[src/rtl/wdog_pkg.sv]
`timescale 1ns/1ps
package wdog_pkg;
   localparam int OFS_COUNT   = 0;
   localparam int OFS_RELOAD  = 4;
   localparam int OFS_RESTART = 8;
   localparam int OFS_CTRL    = 12;
   localparam int OFS_STAT    = 16;
   localparam int OFS_CLEAR   = 20;

   localparam int CB_EN   = 0;
   localparam int CB_RST  = 1;
   localparam int CB_IRQ  = 2;
   localparam int CB_EXT  = 3;
   localparam int CB_TICK = 4;
   localparam int CB_TGT  = 5;
   localparam int CB_BOOT = 7;

   typedef enum logic [1:0] {
      TGT_SOC  = 2'd0,
      TGT_CHIP = 2'd1,
      TGT_CPU  = 2'd2
   } wdog_tgt_e;

   function automatic wdog_tgt_e decode_target(input logic [1:0] f);
      case (f)
         2'd1:    decode_target = TGT_CHIP;
         2'd2:    decode_target = TGT_CPU;
         default: decode_target = TGT_SOC;
      endcase
   endfunction
endpackage

[src/rtl/wdog_regs.sv]
`timescale 1ns/1ps
module wdog_regs
   import wdog_pkg::*;
#(
   parameter int          CNT_W       = 32,
   parameter int          ADDR_W      = 5,
   parameter logic [31:0] RELOAD_INIT = 32'h00FF_FFFF,
   parameter logic [31:0] KEY         = 32'h0000_4755
) (
   input  logic              clk,
   input  logic              rst_n,
   input  logic              bus_wr,
   input  logic [ADDR_W-1:0] bus_addr,
   input  logic [31:0]       bus_wdata,
   input  logic [CNT_W-1:0]  cnt,
   input  logic              tflag,
   input  logic              boot,
   output logic [31:0]       bus_rdata,
   output logic [CNT_W-1:0]  reload_q,
   output logic [7:0]        ctrl_q,
   output logic              restart_hit,
   output logic              clear_hit
);
   function automatic logic at(input int ofs);
      at = (bus_addr == ADDR_W'(ofs));
   endfunction

   assign restart_hit = bus_wr && at(OFS_RESTART) && (bus_wdata == KEY);
   assign clear_hit   = bus_wr && at(OFS_CLEAR) && bus_wdata[0];

   always_ff @(posedge clk or negedge rst_n) begin
      if (!rst_n) begin
         reload_q <= RELOAD_INIT[CNT_W-1:0];
         ctrl_q   <= '0;
      end else if (bus_wr) begin
         if (at(OFS_RELOAD)) reload_q <= bus_wdata[CNT_W-1:0];
         if (at(OFS_CTRL))   ctrl_q   <= bus_wdata[7:0];
      end
   end

   always_comb begin
      bus_rdata = '0;
      if (at(OFS_COUNT))  bus_rdata = 32'(cnt);
      if (at(OFS_RELOAD)) bus_rdata = 32'(reload_q);
      if (at(OFS_CTRL))   bus_rdata = 32'(ctrl_q);
      if (at(OFS_STAT))   bus_rdata = {30'd0, boot, tflag};
   end
endmodule

[src/rtl/wdog_counter.sv]
`timescale 1ns/1ps
module wdog_counter #(
   parameter int          CNT_W       = 32,
   parameter logic [31:0] RELOAD_INIT = 32'h00FF_FFFF,
   parameter bit          HAS_CLK_SEL = 1'b1
) (
   input  logic             clk,
   input  logic             rst_n,
   input  logic             enable,
   input  logic             tick_sel,
   input  logic             tick,
   input  logic             restart,
   input  logic [CNT_W-1:0] reload,
   output logic [CNT_W-1:0] cnt_q,
   output logic             expire
);
   localparam logic [CNT_W-1:0] ONE = CNT_W'(1);
   logic step;

   generate
      if (HAS_CLK_SEL) begin : g_sel
         assign step = enable && (tick_sel ? tick : 1'b1);
      end else begin : g_tick_only
         logic unused_sel;
         assign unused_sel = tick_sel;
         assign step = enable && tick;
      end
   endgenerate

   assign expire = step && !restart && (cnt_q == ONE);

   always_ff @(posedge clk or negedge rst_n) begin
      if (!rst_n)
         cnt_q <= RELOAD_INIT[CNT_W-1:0];
      else if (restart)
         cnt_q <= reload;
      else if (step && cnt_q != '0)
         cnt_q <= cnt_q - ONE;
   end
endmodule

[src/rtl/wdog_expiry.sv]
`timescale 1ns/1ps
module wdog_expiry
   import wdog_pkg::*;
#(
   parameter bit SWAP_CS = 1'b1
) (
   input  logic       clk,
   input  logic       rst_n,
   input  logic       expire,
   input  logic       restart,
   input  logic       clear,
   input  logic [7:0] ctrl,
   input  logic [1:0] cs_in,
   output logic [1:0] cs_out,
   output logic       expire_pulse,
   output logic       tflag_q,
   output logic       boot_q,
   output logic       irq,
   output logic       rst_req,
   output logic       ext_req
);
   always_ff @(posedge clk or negedge rst_n) begin
      if (!rst_n) begin
         expire_pulse <= 1'b0;
         tflag_q      <= 1'b0;
         irq          <= 1'b0;
         rst_req      <= 1'b0;
         ext_req      <= 1'b0;
      end else begin
         expire_pulse <= expire;
         if (expire)     tflag_q <= 1'b1;
         else if (clear) tflag_q <= 1'b0;
         if (expire && ctrl[CB_IRQ])  irq <= 1'b1;
         else if (restart || clear)   irq <= 1'b0;
         if (expire && ctrl[CB_RST])  rst_req <= 1'b1;
         else if (restart || clear)   rst_req <= 1'b0;
         if (expire && ctrl[CB_EXT])  ext_req <= 1'b1;
         else if (restart || clear)   ext_req <= 1'b0;
      end
   end

   generate
      if (SWAP_CS) begin : g_swap
         always_ff @(posedge clk or negedge rst_n) begin
            if (!rst_n)                        boot_q <= 1'b0;
            else if (expire && ctrl[CB_BOOT])  boot_q <= 1'b1;
            else if (clear)                    boot_q <= 1'b0;
         end
         assign cs_out = boot_q ? {cs_in[0], cs_in[1]} : cs_in;
      end else begin : g_direct
         assign boot_q = 1'b0;
         assign cs_out = cs_in;
      end
   endgenerate
endmodule

[src/rtl/wdog_timer.sv]
`timescale 1ns/1ps
module wdog_timer
   import wdog_pkg::*;
#(
   parameter int          CNT_W       = 32,
   parameter int          ADDR_W      = 5,
   parameter logic [31:0] RELOAD_INIT = 32'h00FF_FFFF,
   parameter logic [31:0] KEY         = 32'h0000_4755,
   parameter bit          HAS_CLK_SEL = 1'b1,
   parameter bit          SWAP_CS     = 1'b1
) (
   input  logic              clk,
   input  logic              rst_n,
   input  logic              tick_1mhz,
   input  logic              bus_wr,
   input  logic [ADDR_W-1:0] bus_addr,
   input  logic [31:0]       bus_wdata,
   output logic [31:0]       bus_rdata,
   input  logic [1:0]        cs_in,
   output logic [1:0]        cs_out,
   output logic              expire_pulse,
   output logic              irq,
   output logic              rst_req,
   output logic [1:0]        rst_target,
   output logic              ext_req
);
   generate
      if (CNT_W < 2 || CNT_W > 32) begin : g_bad_cnt
         $error("wdog_timer: CNT_W must lie in 2..32");
      end
      if (ADDR_W < 5) begin : g_bad_addr
         $error("wdog_timer: ADDR_W must be at least 5");
      end
   endgenerate

   logic [CNT_W-1:0] cnt_q, reload_q;
   logic [7:0]       ctrl_q;
   logic             restart_hit, clear_hit, expire_now;
   logic             tflag_q, boot_q;

   wdog_regs #(
      .CNT_W(CNT_W), .ADDR_W(ADDR_W), .RELOAD_INIT(RELOAD_INIT), .KEY(KEY)
   ) u_regs (
      .clk(clk), .rst_n(rst_n), .bus_wr(bus_wr), .bus_addr(bus_addr),
      .bus_wdata(bus_wdata), .cnt(cnt_q), .tflag(tflag_q), .boot(boot_q),
      .bus_rdata(bus_rdata), .reload_q(reload_q), .ctrl_q(ctrl_q),
      .restart_hit(restart_hit), .clear_hit(clear_hit)
   );

   wdog_counter #(
      .CNT_W(CNT_W), .RELOAD_INIT(RELOAD_INIT), .HAS_CLK_SEL(HAS_CLK_SEL)
   ) u_cnt (
      .clk(clk), .rst_n(rst_n), .enable(ctrl_q[CB_EN]),
      .tick_sel(ctrl_q[CB_TICK]), .tick(tick_1mhz), .restart(restart_hit),
      .reload(reload_q), .cnt_q(cnt_q), .expire(expire_now)
   );

   wdog_expiry #(.SWAP_CS(SWAP_CS)) u_exp (
      .clk(clk), .rst_n(rst_n), .expire(expire_now), .restart(restart_hit),
      .clear(clear_hit), .ctrl(ctrl_q), .cs_in(cs_in), .cs_out(cs_out),
      .expire_pulse(expire_pulse), .tflag_q(tflag_q), .boot_q(boot_q),
      .irq(irq), .rst_req(rst_req), .ext_req(ext_req)
   );

   assign rst_target = decode_target(ctrl_q[CB_TGT+1:CB_TGT]);
endmodule

[config.mk]
export PLATFORM = sky130hd
export DESIGN_NAME = wdog_timer
export DESIGN_NICKNAME = d
export VERILOG_FILES = /design/src/rtl/wdog_pkg.sv /design/src/rtl/wdog_regs.sv /design/src/rtl/wdog_counter.sv /design/src/rtl/wdog_expiry.sv /design/src/rtl/wdog_timer.sv
export SDC_FILE = /design/constraint.sdc
export NUM_CORES = 1
export LEC_CHECK = 0
export BUFFER_PORTS_ARGS = -buffer_cell sky130_fd_sc_hd__buf_2
export CORE_MARGIN = 3
export CORE_UTILIZATION = 32
export CTS_CLUSTER_DIAMETER = 30
export DETAILED_ROUTE_END_ITERATION = 8
export GPL_TIMING_DRIVEN = 0
export REMOVE_ABC_BUFFERS = 1
export SYNTH_ARGS = -nofsm -noshare
export SYNTH_HDL_FRONTEND = slang
export SYNTH_SLANG_ARGS = --single-unit
[constraint.sdc]
create_clock -name clk -period 3.58 [get_ports clk]
set_clock_uncertainty 0.2 [all_clocks]
set_input_delay 0 -clock clk [delete_from_list [all_inputs] [get_ports clk]]
set_output_delay 0 -clock clk [all_outputs]
set_load 0.01 [all_outputs]
Word-level counts from Yosys, hierarchy flattened
Index checks and enable logic that the tools add are counted.

Flip-flop bits (word level): 78. Word-level logic and storage cells: 59.

Add/sub/neg operators: 1. Equality and inequality tests: 9. Multiplexer cells: 16. Reduce and logical (&&, ||, !) cells: 24.

Operators with widths (number): $mux W32 (6); $eq A32 B1 Y1 const B (1); $eq A32 B15 Y1 const B (1); $reduce_bool A32 Y1 (1); $sub A32 B1 Y32 const B (1); $logic_and A1 B1 Y1 (12); $reduce_bool A2 Y1 (6); $eq A5 B4 Y1 const B (2); $eq A5 B5 Y1 const B (2); $mux W1 (8); $eq A5 B3 Y1 const B (1); $logic_not A5 Y1 (1); $pmux W2 S2 (1); $reduce_and A2 Y1 (2); $eq A2 B1 Y1 const B (1); $eq A2 B2 Y1 const B (1); $mux W2 (1); $logic_not A1 Y1 (1); $logic_or A1 B1 Y1 (1).

Depth between registers and ports, before layout
Depth after elaboration: 8. Depth in mapped cells: 9. Mapped depth without buffers: 7.

Modules after synthesis
A second synthesis with hierarchy kept.

Cell total of the unflattened synthesis: 442. Area, all modules: 4752.1 um^2.

Modules (own cells, without submodules): wdog_regs (times used 1, cells an instance 187, area each 2371.0 um^2, seq. area each 1031.0 um^2); wdog_counter (times used 1, cells an instance 238, area each 2135.8 um^2, seq. area each 830.8 um^2); wdog_expiry (times used 1, cells an instance 15, area each 230.2 um^2, seq. area each 150.1 um^2); wdog_timer (times used 1, cells an instance 2, area each 15.0 um^2, seq. area each 0.0 um^2).

Worst setup path before layout
No wires, ideal clock.

Path type: register to register. Start point: register u_cnt.cnt_q[25]. End point: register u_cnt.cnt_q[25]. Arrival: 2199 ps. Setup slack: 1057 ps. Cell stages (with the launch flop): 7. Path buffers: 1. Clock period less this slack: 2523 ps. Path through: dfrtp_1 -> or4_4 -> or4b_4 -> o31ai_4 -> buf_2 -> nor4_1 -> a211o_1.

Word-level cells in the longest chain between the ends: 3.

RTL lines: start, declared (line wdog_counter.sv:14) `output logic [CNT_W-1:0] cnt_q,`; start signal, assigned (line wdog_counter.sv:34) `cnt_q <= RELOAD_INIT[CNT_W-1:0];`; start signal, assigned (line wdog_counter.sv:36) `cnt_q <= reload;`; start signal, assigned (line wdog_counter.sv:38) `cnt_q <= cnt_q - ONE;`; $sub A32 B1 Y32 or $reduce_bool A32 Y1 (tied branches) (line wdog_counter.sv:38, wdog_counter.sv:37); $mux W32 or $logic_and A1 B1 Y1 (tied branches) (line wdog_counter.sv:37) `else if (step && cnt_q != '0)`; $mux W32 or $reduce_bool A2 Y1 (tied branches).

Parallel ways exist; a longest one is shown, timed or not. The select of a mux whose other input is x is not followed. A chain may end at the register's enable or synchronous reset.

Worst setup path in the final report
Start point: input bus_wdata[17]. End point: register u_exp.rst_req.

Word-level cells in the longest chain between the ends: 7.

RTL lines: start, declared (line wdog_timer.sv:17) `input logic [31:0] bus_wdata,`; $eq A32 B15 Y1 * (line wdog_regs.sv:28) `assign restart_hit = bus_wr && at(OFS_RESTART) && (bus_wdata == KEY);`; $logic_and A1 B1 Y1 * (line wdog_regs.sv:28); $logic_not A1 Y1 (line wdog_counter.sv:30) `assign expire = step && !restart && (cnt_q == ONE);`; $logic_and A1 B1 Y1 (2 in a row) (line wdog_counter.sv:30); $logic_and A1 B1 Y1 (line wdog_expiry.sv:35) `if (expire && ctrl[CB_RST]) rst_req <= 1'b1;`; $mux W1 or $reduce_bool A2 Y1 (tied branches); end signal, assigned (line wdog_expiry.sv:27) `rst_req <= 1'b0;`; end signal, assigned (line wdog_expiry.sv:35); end signal, assigned (line wdog_expiry.sv:36) `else if (restart || clear) rst_req <= 1'b0;`; end, declared (line wdog_expiry.sv:19) `output logic rst_req,`.

Mark *: on every way between the ends. The rest lies on a longest branch, timed or not.

==> Flow_metrics.wiki <==
{| class="wikitable"
! Metric !! Value
|-
| Core Util, Final || 42.65%
|-
| Count of flip-flops with a built-in enable after synthesis || 0
|-
| CP peak stage delay || 0.91 ns
|-
| Wire length per cell after detailed routing || 17.40 um
|-
| Die span in x || 123.1 um
|-
| CTS-repair resized insts || 0
|-
| Total number of vias || about 3.9k
|-
| CTS tree || yes
|-
| Critical Setup Path Class || in2reg
|-
| Largest voltage drop on the vdd net || between 200 and 300 uV
|-
| Total buffers and inverters traversed by the critical path || 2
|-
| Hold Path Class || in2async
|-
| Antenna diode count || 0
|-
| Cell leakage power || 2.451 nW
|-
| Clock buffer depth || 2
|-
| Final-report hold violation count || 0
|-
| Global-route wire length before repair || between 15 and 20 mm
|-
| Ranking of synthesized cells by area || sky130_fd_sc_hd__dfstp_2 29%, sky130_fd_sc_hd__dfrtp_1 17%, sky130_fd_sc_hd__mux2_2 11%
|-
| Ports placed on the boundary || 83
|-
| Sequential area share after synthesis || 45.85%
|-
| Number of rows created at floorplan || between 40 and 50
|-
| Skew-Pair Late Insertion Delay || 0.35 ns
|-
| Combinational fraction of design power || 20.3%
|-
| Post-synth top flop || sky130_fd_sc_hd__dfstp_2
|-
| Kind of capture point of the worst setup path || register
|-
| Internal power || 2.077 mW
|-
| Slack of the worst reg-to-reg path || 0.61 ns
|-
| Critical Path Start Type || input port
|-
| Cell chosen for the clock root || sky130_fd_sc_hd__clkbuf_16
|-
| Post-placement setup slack || 0.1712 ns
|-
| Via count of the first global-routing pass || 3782
|-
| Power density over the cells || 518.7 nW/um2
|-
| Clock H-tree levels || 3
|-
| Ordered list of cells on the worst path || dlygate4sd3_1 -> buf_2 -> nand4bb_1 -> nor4_1 -> nand3_2 -> and2_1 -> a22o_1
|-
| Final critical delay including setup and external delays || 3.154 ns
|-
| Clock power frac || 34.7%
|-
| Minimum hold slack || 0.004618 ns
|-
| Worst R2R Path Depth || 6
|-
| Filler cells || between 1k and 1.5k
|-
| Total gr overflow || 0
|-
| Peak Freq || 0.3171 GHz
|-
| Result of the run || finished, final reports clean
|-
| Number of search-and-repair iterations in the first detailed-routing pass || 4
|-
| Power share of the sequential group || about 45%
|-
| Number of remaining DRC errors || 0
|-
| Fraction of power spent switching nets || 29.66%
|-
| Tot Pwr || between 2 and 3 mW
|-
| Crit. path cell count || 7
|-
| Largest delay share family, worst path || simple AND/OR/NAND/NOR gates
|-
| Detailed-placement wirelength estimate || 8.723 mm
|-
| Number of library cell types mapped by synthesis || 54
|-
| Top fanout value on the critical path || 42
|-
| Library cell with the largest summed area after synthesis || sky130_fd_sc_hd__dfstp_2
|-
| Wire length reported by the detailed router || 12.48 mm
|-
| Total number of yosys warnings || 0
|-
| Worst setup slack after layout || ~0.43 ns
|-
| Starting density of the core || roughly a third
|-
| GRT Resource Usage Total || 16.81%
|-
| Power spent charging and discharging nets || 875.8 uW
|-
| Final setup violation count || 0
|-
| Flop and latch count out of synthesis || 78
|-
| Final max-slew violation count || 0
|-
| Area Overhead vs Synth || 29.74%
|-
| Share of flip-flops with an asynchronous set or reset || 100.0%
|-
| Placer Congestion || 0.8615
|-
| Fraction of the cycle the final worst path needs || 88.09%
|-
| Number of clock sinks || 78
|-
| Yosys top cell area share || 28.74%
|-
| Sum Neg Setup Slack || 0 ns
|-
| Iteration-0 DRC Markers || ~260
|-
| Area after detailed placement || around 5000 um2
|-
| Least-Margin Pin Slew || 1.144 ns
|-
| Non-filler cells, final || 717
|-
| Share of cells above drive strength 1 || 37.34%
|-
| Required time at the endpoint of the critical path || about 3.6 ns
|-
| Number of antenna violations at the first check in global routing || 0
|-
| Critical path arrival || about 3.2 ns
|-
| Post-synthesis cell area || 4388 um2
|-
| Maximum capacitance violations || 0
|-
| Number of nets still failing antenna checks after routing || 0
|-
| Number of instances in the synthesized netlist || 430
|-
| Pin count of the biggest net entering global routing || 70
|-
| Number of buffers created by CTS || 9
|-
| Crit-path slowest cell || sky130_fd_sc_hd__nand3_2
|-
| Drt via density || 5.438
|-
| Post-route design area || approximately 5700 um2
|-
| Die area || roughly 15000 um2
|-
| Number of port buffers || 82
|-
| # nets final || slightly below 600
|-
| Std-Cell Core Area || 13350 um2
|-
| Clock transition time at the flip-flop clock pins of the worst setup and hold paths || around 0.06 ns
|-
| Vertical die dimension || 123.1 um
|-
| Setup repair after global routing missed its margin || false
|-
| Placed instance count || 664
|-
| Relative slew slack || 23.04%
|-
| Synthesized area divided by synthesized cell count || 10.20 um2
|}
layout by cell type (no fill, tap or decap), types with 7 or more instances in the layout:
cell type                       Yosys  routed
sky130_fd_sc_hd__nand2_1           30      29
sky130_fd_sc_hd__dfrtp_1           30      30
sky130_fd_sc_hd__or3_1             10      10
sky130_fd_sc_hd__a22o_1            28      28
sky130_fd_sc_hd__dfstp_2           48      48
sky130_fd_sc_hd__nand3_1           10       9
sky130_fd_sc_hd__nor2_1            36      35
sky130_fd_sc_hd__nor4_1            12      12
sky130_fd_sc_hd__buf_2              1      81
sky130_fd_sc_hd__o21ai_1           11      11
sky130_fd_sc_hd__mux2_2            42      42
sky130_fd_sc_hd__o21ai_0            9       9
sky130_fd_sc_hd__a31oi_1           20      20
sky130_fd_sc_hd__o41ai_1            7       7
sky130_fd_sc_hd__clkbuf_16          0       9
sky130_fd_sc_hd__a21oi_1           16      16
sky130_fd_sc_hd__dlygate4sd3_1      0      36
sky130_fd_sc_hd__or4_1             14      14
worst paths after layout:
path / from / to
min reg2reg: u_exp.tflag_q / u_exp.tflag_q
max: bus_wdata[17] / u_exp.rst_req
min: rst_n / u_regs.reload_q[22]
min in group clk: bus_wr / u_cnt.cnt_q[26]
max in group asynchronous: rst_n / u_regs.reload_q[29]
max reg2reg: u_cnt.cnt_q[25] / u_cnt.cnt_q[12]
logic make-up (layout without fill, tap and decap cells):
| logic type | count (synthesis) | count (layout) | share of synthesized area [%] |
|---|---|---|---|
| and+or+nand+nor | 155 | 155 | 19.90 |
| AOI/OAI and AO/OA | 119 | 119 | 19.42 |
| adders and majority gates | 2 | 2 | 0.5702 |
| DFF | 78 | 78 | 45.85 |
| xor gates and xnor gates | 1 | 1 | 0.1996 |
| muxes | 42 | 42 | 10.78 |
| buffers and inverters | 33 | 144 | 3.279 |
final cells by class:
cell class	instances	area [um2]	share of cell area, %
flip-flops and latches	78	2012	35.34
clock inverters	3	65.06	1.143
repair buffers	122	850.8	14.95
inverters	6	22.52	0.3956
clock buffers	13	270.3	4.747
multi-input cells	319	2252	39.56
well taps	176	220.2	3.868
routing by layer:
metal	track usage (%)	share of wire (%)
met1	22.15	45
met5	0	0
met2	26.07	46
met4	8.927	2.8
met3	3.385	5.7
synthesized netlist by cell type (all sizes together) (7+ instances only):
cell type / n
dfstp: 48
or3: 10
dfrtp: 30
mux2: 42
a22o: 28
o21ai: 20
buf: 7
nor4: 13
a21oi: 16
nor2: 36
nor3: 8
nand3: 10
o41ai: 7
clkbuf: 20
nand2: 30
a31oi: 20
or4: 15
registers in the layout (all words and copies together), names as in the netlist:
name                cells
u_cnt.cnt_q            32
u_exp.boot_q            1
u_exp.expire_pulse      1
u_exp.ext_req           1
u_exp.irq               1
u_exp.rst_req           1
u_exp.tflag_q           1
u_regs.ctrl_q           8
u_regs.reload_q        32
power by group through the flow:
| stage | logic, mW | registers, mW | clock network (mW) |
|---|---|---|---|
| after floorplan | 0.393 | 1.27 | 0 |
| after global placement | 0.535 | 1.33 | 0 |
| after detailed placement | 0.557 | 1.34 | 0 |
| after CTS | 0.589 | 1.33 | 1.04 |
| after global routing | 0.670 | 1.36 | 1.08 |
| final | 0.599 | 1.33 | 1.02 |
timing repair:
| item | 4_1_cts | 5_1_grt |
|---|---|---|
| endpoints found under the hold margin | 120 | 0 |
| buffers inserted | 0 | 0 |
| hold buffers | 36 | 0 |
Power figures use the tool's default switching activity.
